$ cat config.mk
export PLATFORM = sky130hd
export DESIGN_NAME = serial_tx_dbuf
export DESIGN_NICKNAME = d
export VERILOG_FILES = /design/src/rtl/stx_pkg.sv /design/src/rtl/stx_holdbuf.sv /design/src/rtl/stx_shifter.sv /design/src/rtl/stx_flags.sv /design/src/rtl/serial_tx_dbuf.sv
export SDC_FILE = /design/constraint.sdc
export NUM_CORES = 1
export LEC_CHECK = 0
export BUFFER_PORTS_ARGS = -buffer_cell sky130_fd_sc_hd__buf_2
export CAP_MARGIN = 10
export CORE_MARGIN = 4
export CORE_UTILIZATION = 50
export DETAILED_ROUTE_END_ITERATION = 10
export PLACE_DENSITY = 0.75
export SLEW_MARGIN = 20
export SYNTH_ARGS = -nofsm -noshare
export SYNTH_HDL_FRONTEND = slang
export SYNTH_HIERARCHICAL = 1
export SYNTH_SLANG_ARGS = --single-unit
export TNS_END_PERCENT = 20
$ cat constraint.sdc
create_clock -name clk -period 1.5 [get_ports clk]
set_input_delay 0.225 -clock clk [delete_from_list [all_inputs] [get_ports clk]]
set_output_delay 0.225 -clock clk [all_outputs]
set_load 0.02 [all_outputs]
$ cat src/rtl/stx_pkg.sv
package stx_pkg;

    localparam int MAX_BITS = 8;
    localparam int MIN_BITS = 5;
    localparam int SEL_W    = 2;
    localparam int IDX_W    = $clog2(MAX_BITS);

    typedef enum logic [2:0] {
        S_IDLE,
        S_START,
        S_DATA,
        S_PAR,
        S_STOP
    } sh_state_e;

    typedef struct packed {
        logic [IDX_W-1:0] last_idx;
        logic             par_en;
        logic             par_odd;
        logic             two_stop;
    } frame_cfg_t;

    function automatic logic [IDX_W-1:0] last_index(input logic [SEL_W-1:0] sel);
        return IDX_W'(MIN_BITS - 1) + IDX_W'(sel);
    endfunction

    function automatic logic calc_parity(input logic [MAX_BITS-1:0] d,
                                         input logic [IDX_W-1:0]    last,
                                         input logic                odd);
        logic p;
        p = odd;
        for (int i = 0; i < MAX_BITS; i++) begin
            if (i <= int'(last)) p = p ^ d[i];
        end
        return p;
    endfunction

endpackage

$ cat src/rtl/stx_holdbuf.sv
module stx_holdbuf
    import stx_pkg::*;
(
    input  logic                clk,
    input  logic                rst,
    input  logic                wr,
    input  logic [MAX_BITS-1:0] wdata,
    input  logic                load,
    input  logic                flag_wr,
    input  logic                flag_bit,
    output logic                full,
    output logic [MAX_BITS-1:0] data,
    output logic                empty_flag
);

    always_ff @(posedge clk) begin
        if (rst) begin
            full       <= 1'b0;
            data       <= '0;
            empty_flag <= 1'b1;
        end else begin
            if (wr) begin
                full <= 1'b1;
                data <= wdata;
            end else if (load) begin
                full <= 1'b0;
            end

            if (wr)
                empty_flag <= 1'b0;
            else if (load)
                empty_flag <= 1'b1;
            else if (flag_wr && !flag_bit)
                empty_flag <= 1'b0;
        end
    end

    p_write_clears_empty_r4: assert property (@(posedge clk) disable iff (rst)
        wr |=> !empty_flag);

    p_load_sets_empty_r4: assert property (@(posedge clk) disable iff (rst)
        (load && !wr) |=> empty_flag);

    p_write_one_noeffect_r5: assert property (@(posedge clk) disable iff (rst)
        (!empty_flag && flag_wr && flag_bit && !load) |=> !empty_flag);

endmodule

$ cat src/rtl/stx_shifter.sv
module stx_shifter
    import stx_pkg::*;
(
    input  logic                clk,
    input  logic                rst,
    input  logic                tick,
    input  logic                tx_en,
    input  logic                hb_full,
    input  logic [MAX_BITS-1:0] hb_data,
    input  frame_cfg_t          cfg_in,
    output logic                load,
    output logic                done_set,
    output logic                busy,
    output logic                txd
);

    sh_state_e           state;
    logic [MAX_BITS-1:0] shreg;
    logic [IDX_W-1:0]    idx;
    logic                stop_cnt;
    logic                par_bit;
    frame_cfg_t          cfg;
    logic                end_of_frame;

    assign end_of_frame = (state == S_STOP) && (!cfg.two_stop || stop_cnt);
    assign load         = tick && hb_full && tx_en && ((state == S_IDLE) || end_of_frame);
    assign done_set     = tick && end_of_frame && !load;
    assign busy         = (state != S_IDLE);

    always_ff @(posedge clk) begin
        if (rst) begin
            state    <= S_IDLE;
            shreg    <= '0;
            idx      <= '0;
            stop_cnt <= 1'b0;
            par_bit  <= 1'b0;
            cfg      <= '0;
            txd      <= 1'b1;
        end else if (tick) begin
            if (load) begin
                state   <= S_START;
                txd     <= 1'b0;
                shreg   <= hb_data;
                cfg     <= cfg_in;
                par_bit <= calc_parity(hb_data, cfg_in.last_idx, cfg_in.par_odd);
            end else begin
                case (state)
                    S_IDLE: begin
                        txd <= 1'b1;
                    end
                    S_START: begin
                        txd   <= shreg[0];
                        shreg <= shreg >> 1;
                        idx   <= '0;
                        state <= S_DATA;
                    end
                    S_DATA: begin
                        if (idx == cfg.last_idx) begin
                            if (cfg.par_en) begin
                                state <= S_PAR;
                                txd   <= par_bit;
                            end else begin
                                state    <= S_STOP;
                                txd      <= 1'b1;
                                stop_cnt <= 1'b0;
                            end
                        end else begin
                            txd   <= shreg[0];
                            shreg <= shreg >> 1;
                            idx   <= idx + 1'b1;
                        end
                    end
                    S_PAR: begin
                        state    <= S_STOP;
                        txd      <= 1'b1;
                        stop_cnt <= 1'b0;
                    end
                    S_STOP: begin
                        if (end_of_frame) begin
                            state <= S_IDLE;
                            txd   <= 1'b1;
                        end else begin
                            stop_cnt <= 1'b1;
                        end
                    end
                    default: begin
                        state <= S_IDLE;
                        txd   <= 1'b1;
                    end
                endcase
            end
        end
    end

    p_idle_high_r2: assert property (@(posedge clk) disable iff (rst)
        (state == S_IDLE) |-> txd);

    p_start_low_r2: assert property (@(posedge clk) disable iff (rst)
        (state == S_START) |-> !txd);

    p_hold_between_ticks_r2: assert property (@(posedge clk) disable iff (rst)
        !$past(tick) |-> $stable(txd));

    p_stop_bits_high_r2: assert property (@(posedge clk) disable iff (rst)
        (state == S_STOP) |-> txd);

endmodule

$ cat src/rtl/stx_flags.sv
module stx_flags (
    input  logic clk,
    input  logic rst,
    input  logic done_set,
    input  logic ack,
    input  logic flag_wr,
    input  logic flag_bit,
    input  logic empty_flag,
    input  logic gie,
    input  logic empty_ie,
    input  logic done_ie,
    output logic done_flag,
    output logic irq_empty,
    output logic irq_done
);

    always_ff @(posedge clk) begin
        if (rst)
            done_flag <= 1'b0;
        else if (done_set)
            done_flag <= 1'b1;
        else if (ack)
            done_flag <= 1'b0;
        else if (flag_wr && !flag_bit)
            done_flag <= 1'b0;
    end

    assign irq_empty = empty_flag & empty_ie & gie;
    assign irq_done  = done_flag & done_ie & gie;

    p_ack_clears_r6: assert property (@(posedge clk) disable iff (rst)
        (ack && !done_set) |=> !done_flag);

    p_done_write_one_r5: assert property (@(posedge clk) disable iff (rst)
        (done_flag && flag_wr && flag_bit && !ack) |=> done_flag);

endmodule

$ cat src/rtl/serial_tx_dbuf.sv
module serial_tx_dbuf
    import stx_pkg::*;
(
    input  logic                clk,
    input  logic                rst,
    input  logic                baud_tick,
    input  logic                tx_en,
    input  logic                gie,
    input  logic                empty_ie,
    input  logic                done_ie,
    input  logic [SEL_W-1:0]    data_sel,
    input  logic [1:0]          parity_mode,
    input  logic                two_stop,
    input  logic                wr_data,
    input  logic [MAX_BITS-1:0] wr_value,
    input  logic                flag_wr,
    input  logic                flag_wdata_empty,
    input  logic                flag_wdata_done,
    input  logic                done_ack,
    output logic                txd,
    output logic                tx_active,
    output logic                buf_empty,
    output logic                tx_done,
    output logic                irq_empty,
    output logic                irq_done
);

    logic                hb_full;
    logic [MAX_BITS-1:0] hb_data;
    logic                load;
    logic                done_set;
    logic                busy;
    frame_cfg_t          cfg_now;

    always_comb begin
        cfg_now.last_idx = last_index(data_sel);
        cfg_now.par_en   = parity_mode[1];
        cfg_now.par_odd  = parity_mode[0];
        cfg_now.two_stop = two_stop;
    end

    stx_holdbuf u_hold (
        .clk        (clk),
        .rst        (rst),
        .wr         (wr_data),
        .wdata      (wr_value),
        .load       (load),
        .flag_wr    (flag_wr),
        .flag_bit   (flag_wdata_empty),
        .full       (hb_full),
        .data       (hb_data),
        .empty_flag (buf_empty)
    );

    stx_shifter u_shift (
        .clk      (clk),
        .rst      (rst),
        .tick     (baud_tick),
        .tx_en    (tx_en),
        .hb_full  (hb_full),
        .hb_data  (hb_data),
        .cfg_in   (cfg_now),
        .load     (load),
        .done_set (done_set),
        .busy     (busy),
        .txd      (txd)
    );

    stx_flags u_flags (
        .clk        (clk),
        .rst        (rst),
        .done_set   (done_set),
        .ack        (done_ack),
        .flag_wr    (flag_wr),
        .flag_bit   (flag_wdata_done),
        .empty_flag (buf_empty),
        .gie        (gie),
        .empty_ie   (empty_ie),
        .done_ie    (done_ie),
        .done_flag  (tx_done),
        .irq_empty  (irq_empty),
        .irq_done   (irq_done)
    );

    assign tx_active = tx_en | busy;

    p_done_when_idle_r6: assert property (@(posedge clk) disable iff (rst)
        $rose(tx_done) |-> !busy);

    p_no_start_disabled_r9: assert property (@(posedge clk) disable iff (rst)
        (!$past(tx_en) && !$past(busy)) |-> !busy);

endmodule

==> impl_results.html, run 1 <==
<table>
<tr><th>Metric</th><th>Value</th></tr>
<tr><th colspan="2">STA</th></tr>
<tr><td>Setup WS post-layout</td><td>-0.09171 ns</td></tr>
<tr><td>Max-slew headroom</td><td>58.31%</td></tr>
<tr><td>Hold Fails Final Rpt</td><td>0</td></tr>
<tr><td>Shortest clock period the worst path allows after layout</td><td>1.592 ns</td></tr>
<tr><td>Period utilisation layout</td><td>106.1%</td></tr>
<tr><td>Max Clock Freq</td><td>628.3 MHz</td></tr>
<tr><td>Slew at the pin closest to its max-slew limit</td><td>0.6254 ns</td></tr>
<tr><td>Unrepaired setup endpoints after global routing</td><td>true</td></tr>
<tr><td>Fin. max-slew vios</td><td>0</td></tr>
<tr><td>Setup violation total in the final timing report</td><td>17</td></tr>
<tr><td>Largest clock skew in the final design</td><td>0.006457 ns</td></tr>
<tr><th colspan="2">Yosys</th></tr>
<tr><td>Avg Inst Size Synth</td><td>about 8.3 sq um</td></tr>
<tr><td>Post-synthesis sequential area ratio</td><td>37.34%</td></tr>
<tr><td>Post-Syn Area</td><td>roughly 0.0018 sq mm</td></tr>
<tr><td>Synthesized instance count</td><td>~210</td></tr>
<tr><td>Area share of the largest cell type after synthesis</td><td>37.34%</td></tr>
<tr><td>Share of async-settable or async-resettable flops after synthesis</td><td>0%</td></tr>
<tr><td>Number of register bits inferred by synthesis</td><td>33</td></tr>
<tr><td>Cell type with the largest total area after synthesis</td><td>dfxtp_1</td></tr>
<tr><td>Synthesis warning total</td><td>6</td></tr>
<tr><td>Top area cells in the synthesized netlist</td><td>dfxtp_1 (37%), mux2i_1 (7.4%), nor2_1 (5.1%), nand2_1 (4.7%), a21oi_1 (4.5%)</td></tr>
<tr><td>Most instantiated cells after synthesis</td><td>dfxtp_1 (33), nor2_1 (24), nand2_1 (22)</td></tr>
<tr><td>Post-synth EDFFs</td><td>0</td></tr>
<tr><td>Library cells used by synthesis</td><td>between 50 and 60</td></tr>
<tr><td>Most repeated cell in the gate-level netlist after synthesis</td><td>dfxtp_1</td></tr>
<tr><td>Dominant synthesized flop cell</td><td>dfxtp_1</td></tr>
<tr><th colspan="2">Placed design</th></tr>
<tr><td>Post-DP HPWL</td><td>between 3 and 4 mm</td></tr>
<tr><td>Number of buffers inserted by port buffering</td><td>30</td></tr>
<tr><td>Final Wtd Congestion</td><td>just over 0.8</td></tr>
<tr><th colspan="2">Clock tree</th></tr>
<tr><td>H-tree depth</td><td>2</td></tr>
<tr><td>Clock Latency Late Sink</td><td>0.33 ns</td></tr>
<tr><td>Clock Sinks</td><td>33</td></tr>
<tr><td>Count of hold buffers inserted by post-cts repair</td><td>0</td></tr>
<tr><td>Clock-pin slew reported for the worst setup and hold paths after clock tree synthesis</td><td>0.10 ns</td></tr>
<tr><td>Number of buffers between clock root and the deepest sink</td><td>2</td></tr>
<tr><td>Root Buffer</td><td>clkbuf_4</td></tr>
<tr><td>TritonCTS clock tree</td><td>yes</td></tr>
<tr><td>Number of clock buffers inserted by TritonCTS</td><td>5</td></tr>
<tr><th colspan="2">Finish</th></tr>
<tr><td>FF+latch area</td><td>about 680 sq um</td></tr>
<tr><td>Net count, final</td><td>307</td></tr>
<tr><td>Area of combinational cells with multiple inputs</td><td>around 0.0012 sq mm</td></tr>
<tr><td>Final cell utilization of the core</td><td>73.68%</td></tr>
<tr><td>Number of filler cells placed in the layout</td><td>around 250</td></tr>
<tr><td>Share of cells above drive strength 1</td><td>42.20%</td></tr>
<tr><td>Area Growth Syn to Fin</td><td>41.16%</td></tr>
<tr><td>Antenna diode count</td><td>0</td></tr>
<tr><th colspan="2">Detailed routing</th></tr>
<tr><td>Wirelength per Cell</td><td>13.93 um</td></tr>
<tr><td>Number of DRC markers after the initial detailed-route iteration</td><td>between 100 and 150</td></tr>
<tr><td>Number of detailed-route iterations in the first pass</td><td>4</td></tr>
<tr><td>Number of remaining DRC errors</td><td>0</td></tr>
<tr><td>Vias post-DR</td><td>~1800</td></tr>
<tr><td>Detail Route Antenna Nets</td><td>0</td></tr>
<tr><td>Average via count per standard cell</td><td>5.378</td></tr>
<tr><td>Post-Route WL</td><td>4.569 mm</td></tr>
<tr><th colspan="2">Global route</th></tr>
<tr><td>Antenna violations before repair</td><td>0</td></tr>
<tr><td>Total GRT Usage</td><td>19.94%</td></tr>
<tr><td>Aggregate global routing overflow</td><td>0</td></tr>
<tr><td>Pin count of the biggest net entering global routing</td><td>34</td></tr>
<tr><td>Via count of the first global-routing pass</td><td>1599</td></tr>
<tr><td>First-pass GRT wire length</td><td>6.851 mm</td></tr>
<tr><th colspan="2">Pwr</th></tr>
<tr><td>Cell-internal power</td><td>1.448 mW</td></tr>
<tr><td>Switching share of power</td><td>roughly 24%</td></tr>
<tr><td>Pwr dens</td><td>766.9 mW/mm^2</td></tr>
<tr><td>Clock network power share</td><td>36.1%</td></tr>
<tr><td>Switching power of the nets</td><td>0.4668 mW</td></tr>
<tr><td>Static power due to leakage</td><td>1.089 nW</td></tr>
<tr><td>VDD IR max</td><td>0.6703 mV</td></tr>
<tr><td>Sequential cell fraction of total power</td><td>48.6%</td></tr>
<tr><td>Part of the total power dissipated in combinational logic</td><td>15.3%</td></tr>
<tr><td>Total design power</td><td>approximately 1.9 mW</td></tr>
<tr><th colspan="2">Worst setup path</th></tr>
<tr><td>Worst path required time</td><td>between 1.5 and 2 ns</td></tr>
<tr><td>CP Launch Type</td><td>flop</td></tr>
<tr><td>R2R cell count</td><td>6</td></tr>
<tr><td>Type of element capturing the critical path</td><td>flop</td></tr>
<tr><td>Biggest fanout along the worst timing path</td><td>6</td></tr>
<tr><td>Setup CP Type</td><td>reg -&gt; reg</td></tr>
<tr><td>Arr. time, crit path</td><td>1.86 ns</td></tr>
<tr><th colspan="2">Die</th></tr>
<tr><td>Initial cell density of the core</td><td>52.20%</td></tr>
<tr><td>Core area</td><td>0.003390 sq mm</td></tr>
<tr><td>Total number of placement rows</td><td>21</td></tr>
<tr><td>Area of the die</td><td>around 0.0046 sq mm</td></tr>
<tr><td>DIE WIDTH</td><td>67.49 um</td></tr>
<tr><td>I/O pin cnt</td><td>31</td></tr>
<tr><td>DIE HEIGHT</td><td>just under 70 um</td></tr>
<tr><th colspan="2">Outcome</th></tr>
<tr><td>Status</td><td>complete, but fails checks</td></tr>
<tr><td>Violated checks</td><td>negative setup slack</td></tr>
<tr><th colspan="2">Min path</th></tr>
<tr><td>Number of cells on the worst hold path</td><td>3</td></tr>
<tr><td>Worst hold-check path type</td><td>in -&gt; reg</td></tr>
<tr><th colspan="2">Flow run</th></tr>
<tr><td>Max Cap Violations</td><td>0</td></tr>
</table>
==> sequential cells by signal (all words and copies together) (netlist names) <==
signal and cells:
u_flags/done_flag 1, u_hold/data 8, u_hold/empty_flag 1, u_hold/full 1
u_shift/cfg 5, u_shift/idx 3, u_shift/par_bit 1, u_shift/shreg 8
u_shift/state 3, u_shift/stop_cnt 1, u_shift/txd 1
==> worst max-delay path: stages (launching register included) <==
cell and delay, ns:
dfxtp_2 0.34, xnor2_2 0.15, a311oi_2 0.34, o21ai_2 0.13, buf_6 0.15, o2bb2a_2 0.25, a21oi_1 0.15
==> layout make-up <==
cell class | instances | area share (%)
Timing Repair Buffer | 66 | 18.24
Clock buffer | 7 | 2.204
Sequential cell | 33 | 27.15
Tap cell | 46 | 2.305
Inverter | 11 | 1.754
Multi-Input combinational cell | 164 | 47.14
Clock inverter | 1 | 1.202
==> layout by cell type, fill, tap and decap left out, drive strengths merged, types with 2 or more instances in the layout <==
cell type,count
nand4b,2
o2bb2a,3
conb,8
inv,11
nand2,22
nor3,2
o31ai,2
buf,66
o211ai,2
nand3b,2
a211o,2
o22a,2
or3b,2
nor2b,5
clkbuf,7
nand4,2
dfxtp,33
nor3b,2
o21ai,6
mux2i,13
a211oi,2
and3,4
xor2,2
nor2,24
xnor2,5
nand2b,6
a31oi,2
nand3,8
a21oi,16
a311oi,4
and3b,2
==> metrics by stage <==
stage               std cells  setup TNS (ns)  instance area [sq um]  setup WS (ns)  hold WS (ns)
CTS                       326         -0.3095                   2367       -0.08405        0.1105
detailed placement        317         -0.3505                   2215       -0.07205        0.4625
floorplan                 219        -0.01189                   1817      -0.008655        0.2974
global route              328          -1.984                   2497        -0.1456        0.1062
finish                    328         -0.5687                   2497       -0.09171        0.1152
global placement          317        -0.06213                   2215       -0.02296        0.4536
==> cells by family (layout without fill, tap and decap cells) <==
group	Yosys count	in the layout	synth area share [%]
AND/OR/NAND/NOR	86	86	24.61
AO/OA/AOI/OAI	49	49	20.58
flip-flops	33	33	37.34
buffers and inverters	22	85	5.727
multiplexers	13	13	7.355
XOR/XNOR	7	7	3.465
adder cells (fa/ha/maj)	1	1	0.7071
other	1	8	0.2120
==> path summary, 6_finish.rpt <==
kind | from | to | slack, ns
worst max register to register | u_shift/cfg[4] | u_shift/shreg[4] | -0.09
worst min-delay path | two_stop | u_shift/cfg[0] | 0.12
worst min register to register | u_shift/shreg[7] | u_shift/shreg[7] | 0.47
worst max-delay path | u_shift/cfg[4] | u_shift/shreg[4] | -0.09
==> power by group through the flow <==
stage,registers [mW],logic [mW],clock network (mW)
2_1_floorplan,0.949,0.154,0
3_5_place_dp,0.949,0.265,0
5_1_grt,0.935,0.320,0.754
6_report,0.931,0.293,0.691
3_3_place_gp,0.948,0.259,0
4_1_cts,0.928,0.272,0.704
==> timing repair <==
action	4_1_cts	5_1_grt
endpoints found under the setup margin	13	25
gates resized for setup	17	32
pin swaps	6	11
cloned	0	1
setup buffers	1	1
==> layer usage <==
metal / global-route usage (%) / wire length, um / vias to the layer above
met5: 0 / 0 / -
met4: 6.835 / 72 / 0
met3: 6.323 / 241 / 8
met2: 32.93 / 2274 / 46
met1: 24.31 / 1979 / 826
li1: - / - / 884
Note: power is estimated with default switching activity, not from simulation.
==> run 2: changes to the inputs <==
--- a/config.mk
+++ b/config.mk
@@ -11,6 +11,7 @@
 export CORE_UTILIZATION = 50
 export DETAILED_ROUTE_END_ITERATION = 10
 export PLACE_DENSITY = 0.75
+export SETUP_SLACK_MARGIN = 0.5
 export SLEW_MARGIN = 20
 export SYNTH_ARGS = -nofsm -noshare
 export SYNTH_HDL_FRONTEND = slang
==> impl_results.html, run 2 (synthesized netlist as in run 1, its figures left out) <==
<table>
<tr><th>Metric</th><th>Value</th></tr>
<tr><th colspan="2">Die</th></tr>
<tr><td>I/O pin cnt</td><td>31 (unchanged)</td></tr>
<tr><td>DIE WIDTH</td><td>67.49 um (unchanged)</td></tr>
<tr><td>Area of the die</td><td>0.004554 sq mm (unchanged)</td></tr>
<tr><td>Initial cell density of the core</td><td>52.20% (unchanged)</td></tr>
<tr><td>Total number of placement rows</td><td>21 (unchanged)</td></tr>
<tr><td>DIE HEIGHT</td><td>67.49 um (unchanged)</td></tr>
<tr><td>Core area</td><td>0.003390 sq mm (unchanged)</td></tr>
<tr><th colspan="2">STA</th></tr>
<tr><td>Setup violation total in the final timing report</td><td>18 (+1)</td></tr>
<tr><td>Total Neg Setup Slack</td><td>-0.9870 ns (-0.4183 ns)</td></tr>
<tr><td>Shortest clock period the worst path allows after layout</td><td>1.651 ns (+0.05895 ns)</td></tr>
<tr><td>Slew at the pin closest to its max-slew limit</td><td>0.6671 ns (+0.04172 ns)</td></tr>
<tr><td>Unrepaired setup endpoints after global routing</td><td>true</td></tr>
<tr><td>Period utilisation layout</td><td>110.0% (+3.9 points)</td></tr>
<tr><td>Fin. max-slew vios</td><td>0 (unchanged)</td></tr>
<tr><td>Max-slew headroom</td><td>55.53% (-2.8 points)</td></tr>
<tr><td>Setup WS post-layout</td><td>-0.1507 ns (-0.05895 ns)</td></tr>
<tr><td>Largest clock skew in the final design</td><td>0.006221 ns (-0.0002354 ns)</td></tr>
<tr><td>Hold Fails Final Rpt</td><td>0 (unchanged)</td></tr>
<tr><td>Max Clock Freq</td><td>605.8 MHz (-3.6%)</td></tr>
<tr><th colspan="2">Worst setup path</th></tr>
<tr><td>Slowest library cell on the worst path</td><td>dfxtp_2</td></tr>
<tr><td>Biggest fanout along the worst timing path</td><td>3 (-3)</td></tr>
<tr><td>Largest stage delay, worst path</td><td>0.35 ns (about the same)</td></tr>
<tr><td>Worst path cell trace</td><td>nand3b_1, and3_1, a311o_1, a211o_1, a311oi_2</td></tr>
<tr><td>Worst path required time</td><td>1.76 ns (about the same)</td></tr>
<tr><td>Critical path buffer and inverter count</td><td>0 (-1)</td></tr>
<tr><td>Cell family with most CP delay</td><td>compound AO/OA/AOI/OAI gates</td></tr>
<tr><td>Setup CP Type</td><td>reg -&gt; reg</td></tr>
<tr><td>CP Launch Type</td><td>flop</td></tr>
<tr><td>Arr. time, crit path</td><td>1.91 ns (+0.05 ns)</td></tr>
<tr><td>Type of element capturing the critical path</td><td>flop</td></tr>
<tr><th colspan="2">Finish</th></tr>
<tr><td>Leading registers by flop count</td><td>u_hold/data: 8 flops, u_shift/shreg: 8 flops, u_shift/cfg: 5 flops</td></tr>
<tr><td>Share of cells above drive strength 1</td><td>50.84% (+8.6 points)</td></tr>
<tr><td>Most frequent cells in the layout</td><td>buf_4 (38), buf_2 (24), nor2_1 (19)</td></tr>
<tr><td>Area Growth Syn to Fin</td><td>58.70%</td></tr>
<tr><td>Antenna diode count</td><td>0 (unchanged)</td></tr>
<tr><td>Most frequent standard cell in the layout excluding fill and tap cells</td><td>buf_4</td></tr>
<tr><td>Net count, final</td><td>322 (+4.9%)</td></tr>
<tr><th colspan="2">Flow run</th></tr>
<tr><td>Max Cap Violations</td><td>0 (unchanged)</td></tr>
<tr><th colspan="2">Clock tree</th></tr>
<tr><td>Number of clock buffers inserted by TritonCTS</td><td>5 (unchanged)</td></tr>
<tr><td>TritonCTS clock tree</td><td>yes</td></tr>
<tr><td>Clock-pin slew reported for the worst setup and hold paths after clock tree synthesis</td><td>0.11 ns (about the same)</td></tr>
<tr><td>Root Buffer</td><td>clkbuf_4</td></tr>
<tr><td>Clock Latency Late Sink</td><td>0.34 ns (about the same)</td></tr>
<tr><td>Clock Sinks</td><td>33 (unchanged)</td></tr>
<tr><td>Number of buffers between clock root and the deepest sink</td><td>2 (unchanged)</td></tr>
<tr><td>H-tree depth</td><td>2 (unchanged)</td></tr>
<tr><td>Count of hold buffers inserted by post-cts repair</td><td>0 (unchanged)</td></tr>
<tr><th colspan="2">Pwr</th></tr>
<tr><td>Static power due to leakage</td><td>1.202 nW (+10%)</td></tr>
<tr><td>Pwr dens</td><td>715.5 mW/mm^2 (-6.7%)</td></tr>
<tr><td>VDD IR max</td><td>0.4677 mV (-30%)</td></tr>
<tr><th colspan="2">Global route</th></tr>
<tr><td>Via count of the first global-routing pass</td><td>1851 (+16%)</td></tr>
<tr><td>First-pass GRT wire length</td><td>8.204 mm (+20%)</td></tr>
<tr><td>Aggregate global routing overflow</td><td>0 (unchanged)</td></tr>
<tr><td>Total GRT Usage</td><td>23.75% (+3.8 points)</td></tr>
<tr><td>Antenna violations before repair</td><td>0 (unchanged)</td></tr>
<tr><td>Pin count of the biggest net entering global routing</td><td>34 (unchanged)</td></tr>
<tr><th colspan="2">Detailed routing</th></tr>
<tr><td>Number of detailed-route iterations in the first pass</td><td>4 (unchanged)</td></tr>
<tr><td>Number of DRC markers after the initial detailed-route iteration</td><td>117 (+4.5%)</td></tr>
<tr><td>Average via count per standard cell</td><td>5.431 (+0.99%)</td></tr>
<tr><td>Detail Route Antenna Nets</td><td>0 (unchanged)</td></tr>
<tr><td>Post-Route WL</td><td>5.309 mm (+16%)</td></tr>
<tr><td>Vias post-DR</td><td>1863 (+5.6%)</td></tr>
<tr><td>Number of remaining DRC errors</td><td>0 (unchanged)</td></tr>
<tr><td>Wirelength per Cell</td><td>15.48 um (+11%)</td></tr>
<tr><th colspan="2">Placed design</th></tr>
<tr><td>Post-DP HPWL</td><td>3.184 mm (+1.2%)</td></tr>
<tr><td>Placement Setup Slack</td><td>-0.1165 ns (-0.04444 ns)</td></tr>
<tr><td>Final Wtd Congestion</td><td>0.8316 (+3.2%)</td></tr>
<tr><td>Number of buffers inserted by port buffering</td><td>30 (unchanged)</td></tr>
<tr><th colspan="2">Outcome</th></tr>
<tr><td>Violated checks</td><td>negative setup slack</td></tr>
<tr><td>Status</td><td>complete, but fails checks</td></tr>
<tr><th colspan="2">Min path</th></tr>
<tr><td>Worst hold-check path type</td><td>in -&gt; reg</td></tr>
</table>
[run 2: changes by cell type in the layout (fill, tap and decap cells not counted), sizes merged]
cell	change
buf	+14
clkinvlp	+1
[run 2: worst paths after layout]
path                       start              end  slack (ns)  cells after the start
setup / recovery  u_hold/data[6]  u_shift/par_bit       -0.15                      5
hold / removal       wr_value[0]   u_hold/data[0]        0.12                      3
setup reg to reg  u_hold/data[6]  u_shift/par_bit       -0.15                      5
hold reg to reg   u_shift/cfg[5]   u_shift/cfg[5]        0.50                      2
[run 2: final cells by class]
| type | instances | area [sq um] |
|---|---|---|
| Multi-Input combinational cell | 164 | 1305 |
| Timing Repair Buffer | 80 | 620.6 |
| Timing Repair inverter | 1 | 7.507 |
| Clock buffer | 7 | 55.05 |
| Fill cell | 189 | 581.8 |
| Tap cell | 46 | 57.56 |
| Clock inverter | 1 | 30.03 |
| Inverter | 11 | 48.80 |
| Sequential cell | 33 | 683.2 |
[run 2: repair_timing]
| item | 4_1_cts | 5_1_grt |
|---|---|---|
| endpoints found under the setup margin | 31 | 31 |
| gates cloned | 1 | 0 |
| pin swaps | 23 | 13 |
| buffers inserted | 9 | 2 |
| gates resized for setup | 62 | 22 |
[run 2: report_power, final]
group          switching, mW  leakage, nW  total, mW  internal [mW]
Clock                  0.319       0.0455      0.717          0.398
Combinational          0.173        0.881      0.358          0.185
Sequential            0.0287        0.276      0.934          0.906
[run 2: worst register-to-register path, stage by stage (launching register included)]
cell and delay (ns):
dfxtp_2 0.35, nand3b_1 0.25, and3_1 0.21, a311o_1 0.29, a211o_1 0.29, a311oi_2 0.19
[run 2: routing by layer]
metal	up-vias	GRT usage, %	wire length, um
li1	912	-	-
met1	883	27.22	2204
met2	48	42.53	2753
met3	20	4.160	207
met4	0	10.63	144
met5	-	0	0
[run 2: metrics by stage]
step	instance area, sq um	util, %	hold slack (ns)	instances	power, mW
after floorplan	1876	-	0.2974	219	1.107
after global placement	2305	68.00	0.4512	323	1.219
after detailed placement	2305	68.00	0.4573	323	1.225
after CTS	2690	79.37	0.1052	341	1.985
after global routing	2808	82.84	0.1102	343	2.100
final	2808	82.84	0.1177	343	2.009
==> run 3: changes to the inputs <==
--- a/config.mk
+++ b/config.mk
@@ -7,6 +7,7 @@
 export LEC_CHECK = 0
 export BUFFER_PORTS_ARGS = -buffer_cell sky130_fd_sc_hd__buf_2
 export CAP_MARGIN = 10
+export CORE_ASPECT_RATIO = 0.5
 export CORE_MARGIN = 4
 export CORE_UTILIZATION = 50
 export DETAILED_ROUTE_END_ITERATION = 10
==> impl_results.html, run 3 (synthesized netlist as in run 1, its figures left out) <==
<table>
<tr><th>Metric</th><th>Value</th></tr>
<tr><th colspan="2">Outcome</th></tr>
<tr><td>Status</td><td>complete, but fails checks</td></tr>
<tr><td>Violated checks</td><td>negative setup slack</td></tr>
<tr><th colspan="2">Finish</th></tr>
<tr><td>Most frequent cells in the layout</td><td>buf_4 (38), buf_2 (24), nor2_1 (23)</td></tr>
<tr><td>Area Growth Syn to Fin</td><td>45.76%</td></tr>
<tr><td>Final Instance Count excl. Fillers</td><td>335 (-2.3%)</td></tr>
<tr><td>Share of cells above drive strength 1</td><td>42.51% (-8.3 points)</td></tr>
<tr><td>Leading registers by flop count</td><td>u_hold/data: 8 flops, u_shift/shreg: 8 flops, u_shift/cfg: 5 flops</td></tr>
<tr><td>Final cell utilization of the core</td><td>80.89% (-1.9 points)</td></tr>
<tr><td>Net count, final</td><td>313 (-2.8%)</td></tr>
<tr><td>Most frequent standard cell in the layout excluding fill and tap cells</td><td>buf_4</td></tr>
<tr><td>Antenna diode count</td><td>0 (unchanged)</td></tr>
<tr><td>Post-Layout Inst Area</td><td>0.002579 sq mm (-8.2%)</td></tr>
<tr><th colspan="2">Worst setup path</th></tr>
<tr><td>Setup CP Type</td><td>reg -&gt; reg</td></tr>
<tr><td>R2R cell count</td><td>7 (+2)</td></tr>
<tr><td>Register-to-register path setup slack</td><td>-0.07 ns (+0.08 ns)</td></tr>
<tr><td>Critical Path Source</td><td>u_shift/idx[2]</td></tr>
<tr><td>Crit Reg-Reg Endpoint</td><td>u_shift/shreg[5]</td></tr>
<tr><td>Crit path capture</td><td>u_shift/shreg[5]</td></tr>
<tr><td>Arr. time, crit path</td><td>1.72 ns (-0.19 ns)</td></tr>
<tr><td>Type of element capturing the critical path</td><td>flop</td></tr>
<tr><td>Launch instance of the worst register-to-register path</td><td>u_shift/idx[2]</td></tr>
<tr><td>CP Launch Type</td><td>flop</td></tr>
<tr><td>Worst path required time</td><td>1.64 ns (-0.12 ns)</td></tr>
<tr><td>Biggest fanout along the worst timing path</td><td>3 (unchanged)</td></tr>
<tr><th colspan="2">Global route</th></tr>
<tr><td>Total GRT Usage</td><td>22.83% (-0.92 points)</td></tr>
<tr><td>First-pass GRT wire length</td><td>8.286 mm (+1.0%)</td></tr>
<tr><td>Antenna violations before repair</td><td>0 (unchanged)</td></tr>
<tr><td>Via count of the first global-routing pass</td><td>1805 (-2.5%)</td></tr>
<tr><td>Aggregate global routing overflow</td><td>0 (unchanged)</td></tr>
<tr><td>Pin count of the biggest net entering global routing</td><td>34 (unchanged)</td></tr>
<tr><th colspan="2">Detailed routing</th></tr>
<tr><td>Vias post-DR</td><td>1840 (-1.2%)</td></tr>
<tr><td>Number of remaining DRC errors</td><td>0 (unchanged)</td></tr>
<tr><td>Detail Route Antenna Nets</td><td>0 (unchanged)</td></tr>
<tr><td>Number of DRC markers after the initial detailed-route iteration</td><td>92 (-21%)</td></tr>
<tr><td>Wirelength per Cell</td><td>14.96 um (-3.3%)</td></tr>
<tr><td>Average via count per standard cell</td><td>5.493 (+1.1%)</td></tr>
<tr><td>Post-Route WL</td><td>5.012 mm (-5.6%)</td></tr>
<tr><td>Number of detailed-route iterations in the first pass</td><td>5 (+1)</td></tr>
<tr><th colspan="2">Flow run</th></tr>
<tr><td>Max Cap Violations</td><td>0 (unchanged)</td></tr>
<tr><th colspan="2">Clock tree</th></tr>
<tr><td>Clock-pin slew reported for the worst setup and hold paths after clock tree synthesis</td><td>0.06 ns (-0.05 ns)</td></tr>
<tr><td>Root Buffer</td><td>clkbuf_8</td></tr>
<tr><td>Clock Sinks</td><td>33 (unchanged)</td></tr>
<tr><td>Number of clock buffers inserted by TritonCTS</td><td>5 (unchanged)</td></tr>
<tr><td>TritonCTS clock tree</td><td>yes</td></tr>
<tr><td>Number of buffers between clock root and the deepest sink</td><td>2 (unchanged)</td></tr>
<tr><td>Count of hold buffers inserted by post-cts repair</td><td>0 (unchanged)</td></tr>
<tr><td>Clock Latency Late Sink</td><td>0.28 ns (-0.06 ns)</td></tr>
<tr><td>H-tree depth</td><td>2 (unchanged)</td></tr>
<tr><th colspan="2">Placed design</th></tr>
<tr><td>Placed instance count</td><td>323 (unchanged)</td></tr>
<tr><td>Post-DP HPWL</td><td>3.354 mm (+5.3%)</td></tr>
<tr><td>Post-DP Area</td><td>0.002280 sq mm (-1.1%)</td></tr>
<tr><td>Number of buffers inserted by port buffering</td><td>30 (unchanged)</td></tr>
<tr><td>Placement Setup Slack</td><td>-0.1238 ns (-0.007334 ns)</td></tr>
<tr><td>Final Wtd Congestion</td><td>0.8666 (+4.2%)</td></tr>
<tr><th colspan="2">Min path</th></tr>
<tr><td>Worst Min Path Start</td><td>wr_value[1]</td></tr>
<tr><td>Worst hold-check path type</td><td>in -&gt; reg</td></tr>
<tr><th colspan="2">STA</th></tr>
<tr><td>Largest clock skew in the final design</td><td>0.004069 ns (-0.002152 ns)</td></tr>
<tr><td>Shortest clock period the worst path allows after layout</td><td>1.574 ns (-0.07670 ns)</td></tr>
<tr><td>Hold Fails Final Rpt</td><td>0 (unchanged)</td></tr>
<tr><td>Fin. max-slew vios</td><td>0 (unchanged)</td></tr>
<tr><td>Period utilisation layout</td><td>104.9% (-5.1 points)</td></tr>
<tr><td>Setup violation total in the final timing report</td><td>14 (-4)</td></tr>
<tr><td>Total Neg Setup Slack</td><td>-0.4256 ns (+0.5614 ns)</td></tr>
<tr><td>Slew at the pin closest to its max-slew limit</td><td>0.6201 ns (-0.04701 ns)</td></tr>
<tr><td>Max Clock Freq</td><td>635.3 MHz (+4.9%)</td></tr>
<tr><td>Max-slew headroom</td><td>58.66% (+3.1 points)</td></tr>
<tr><td>Unrepaired setup endpoints after global routing</td><td>true</td></tr>
<tr><td>Setup WS post-layout</td><td>-0.07396 ns (+0.07670 ns)</td></tr>
<tr><td>Worst hold slack across all endpoints</td><td>0.1727 ns (+0.05505 ns)</td></tr>
<tr><th colspan="2">Die</th></tr>
<tr><td>Core area</td><td>0.003188 sq mm (-5.9%)</td></tr>
<tr><td>Total number of placement rows</td><td>14 (-33%)</td></tr>
<tr><td>DIE HEIGHT</td><td>50.06 um (-26%)</td></tr>
<tr><td>DIE WIDTH</td><td>92.13 um (+37%)</td></tr>
<tr><td>I/O pin cnt</td><td>31 (unchanged)</td></tr>
<tr><td>Initial cell density of the core</td><td>55.49% (+3.3 points)</td></tr>
<tr><td>Area of the die</td><td>0.004612 sq mm (+1.3%)</td></tr>
<tr><th colspan="2">Pwr</th></tr>
<tr><td>VDD IR max</td><td>0.6341 mV (+36%)</td></tr>
<tr><td>Total design power</td><td>1.908 mW (-5.0%)</td></tr>
<tr><td>Static power due to leakage</td><td>1.115 nW (-7.2%)</td></tr>
<tr><td>Pwr dens</td><td>739.9 mW/mm^2 (+3.4%)</td></tr>
</table>
==> run 3: cell count changes in the layout (fill, tap and decap cells not counted), moves of 3 or more <==
cell	delta
buf_6	-6
nand2_1	+3
clkbuf_4	-5
nor2_4	-3
dfxtp_2	-3
nor2_1	+4
clkbuf_8	+5
==> run 3: worst max-delay path, stage by stage, from the launching register on <==
cell and delay (ns):
dfxtp_2 0.33, xnor2_2 0.20, buf_4 0.14, nand3_1 0.16
nand3_2 0.14, buf_4 0.12, mux2i_1 0.23, a211oi_1 0.10
==> run 3: worst min-delay path by stage <==
stage                        endpoint  slack (ns)  cells after the start
finish                 u_hold/data[1]        0.17                      3
CTS                    u_hold/data[1]        0.17                      3
global placement          u_shift/txd        0.45                      2
global route           u_shift/cfg[0]        0.17                      3
detailed placement   u_shift/shreg[4]        0.46                      2
floorplan           u_flags/done_flag        0.30                      1
==> run 3: layer usage <==
metal	global-route usage [%]	wire length [um]	vias up
li1	-	-	892
met1	28.49	2270	884
met2	38.65	2383	54
met3	4.863	281	10
met4	9.113	76	0
met5	0	0	-
==> run 3: final cells by class <==
type,instances,area (sq um)
tap,48,60.06
timing repair buffer,72,518.0
multi-input combinational,164,1181
inverter,11,46.29
fill,209,609.3
sequential,33,686.9
clock buffer,7,86.33
==> run 3: report_power, final <==
group | switching (mW) | internal [mW]
clock | 0.307 | 0.364
sequential | 0.0268 | 0.903
combinational | 0.155 | 0.152
total | 0.489 | 1.42
==> run 3: repair_timing <==
item                                    CTS  global route
gates cloned                              1             0
gates resized for setup                  39            13
endpoints found under the setup margin   31            31
pin swaps                                21             5
setup buffers                             3             1
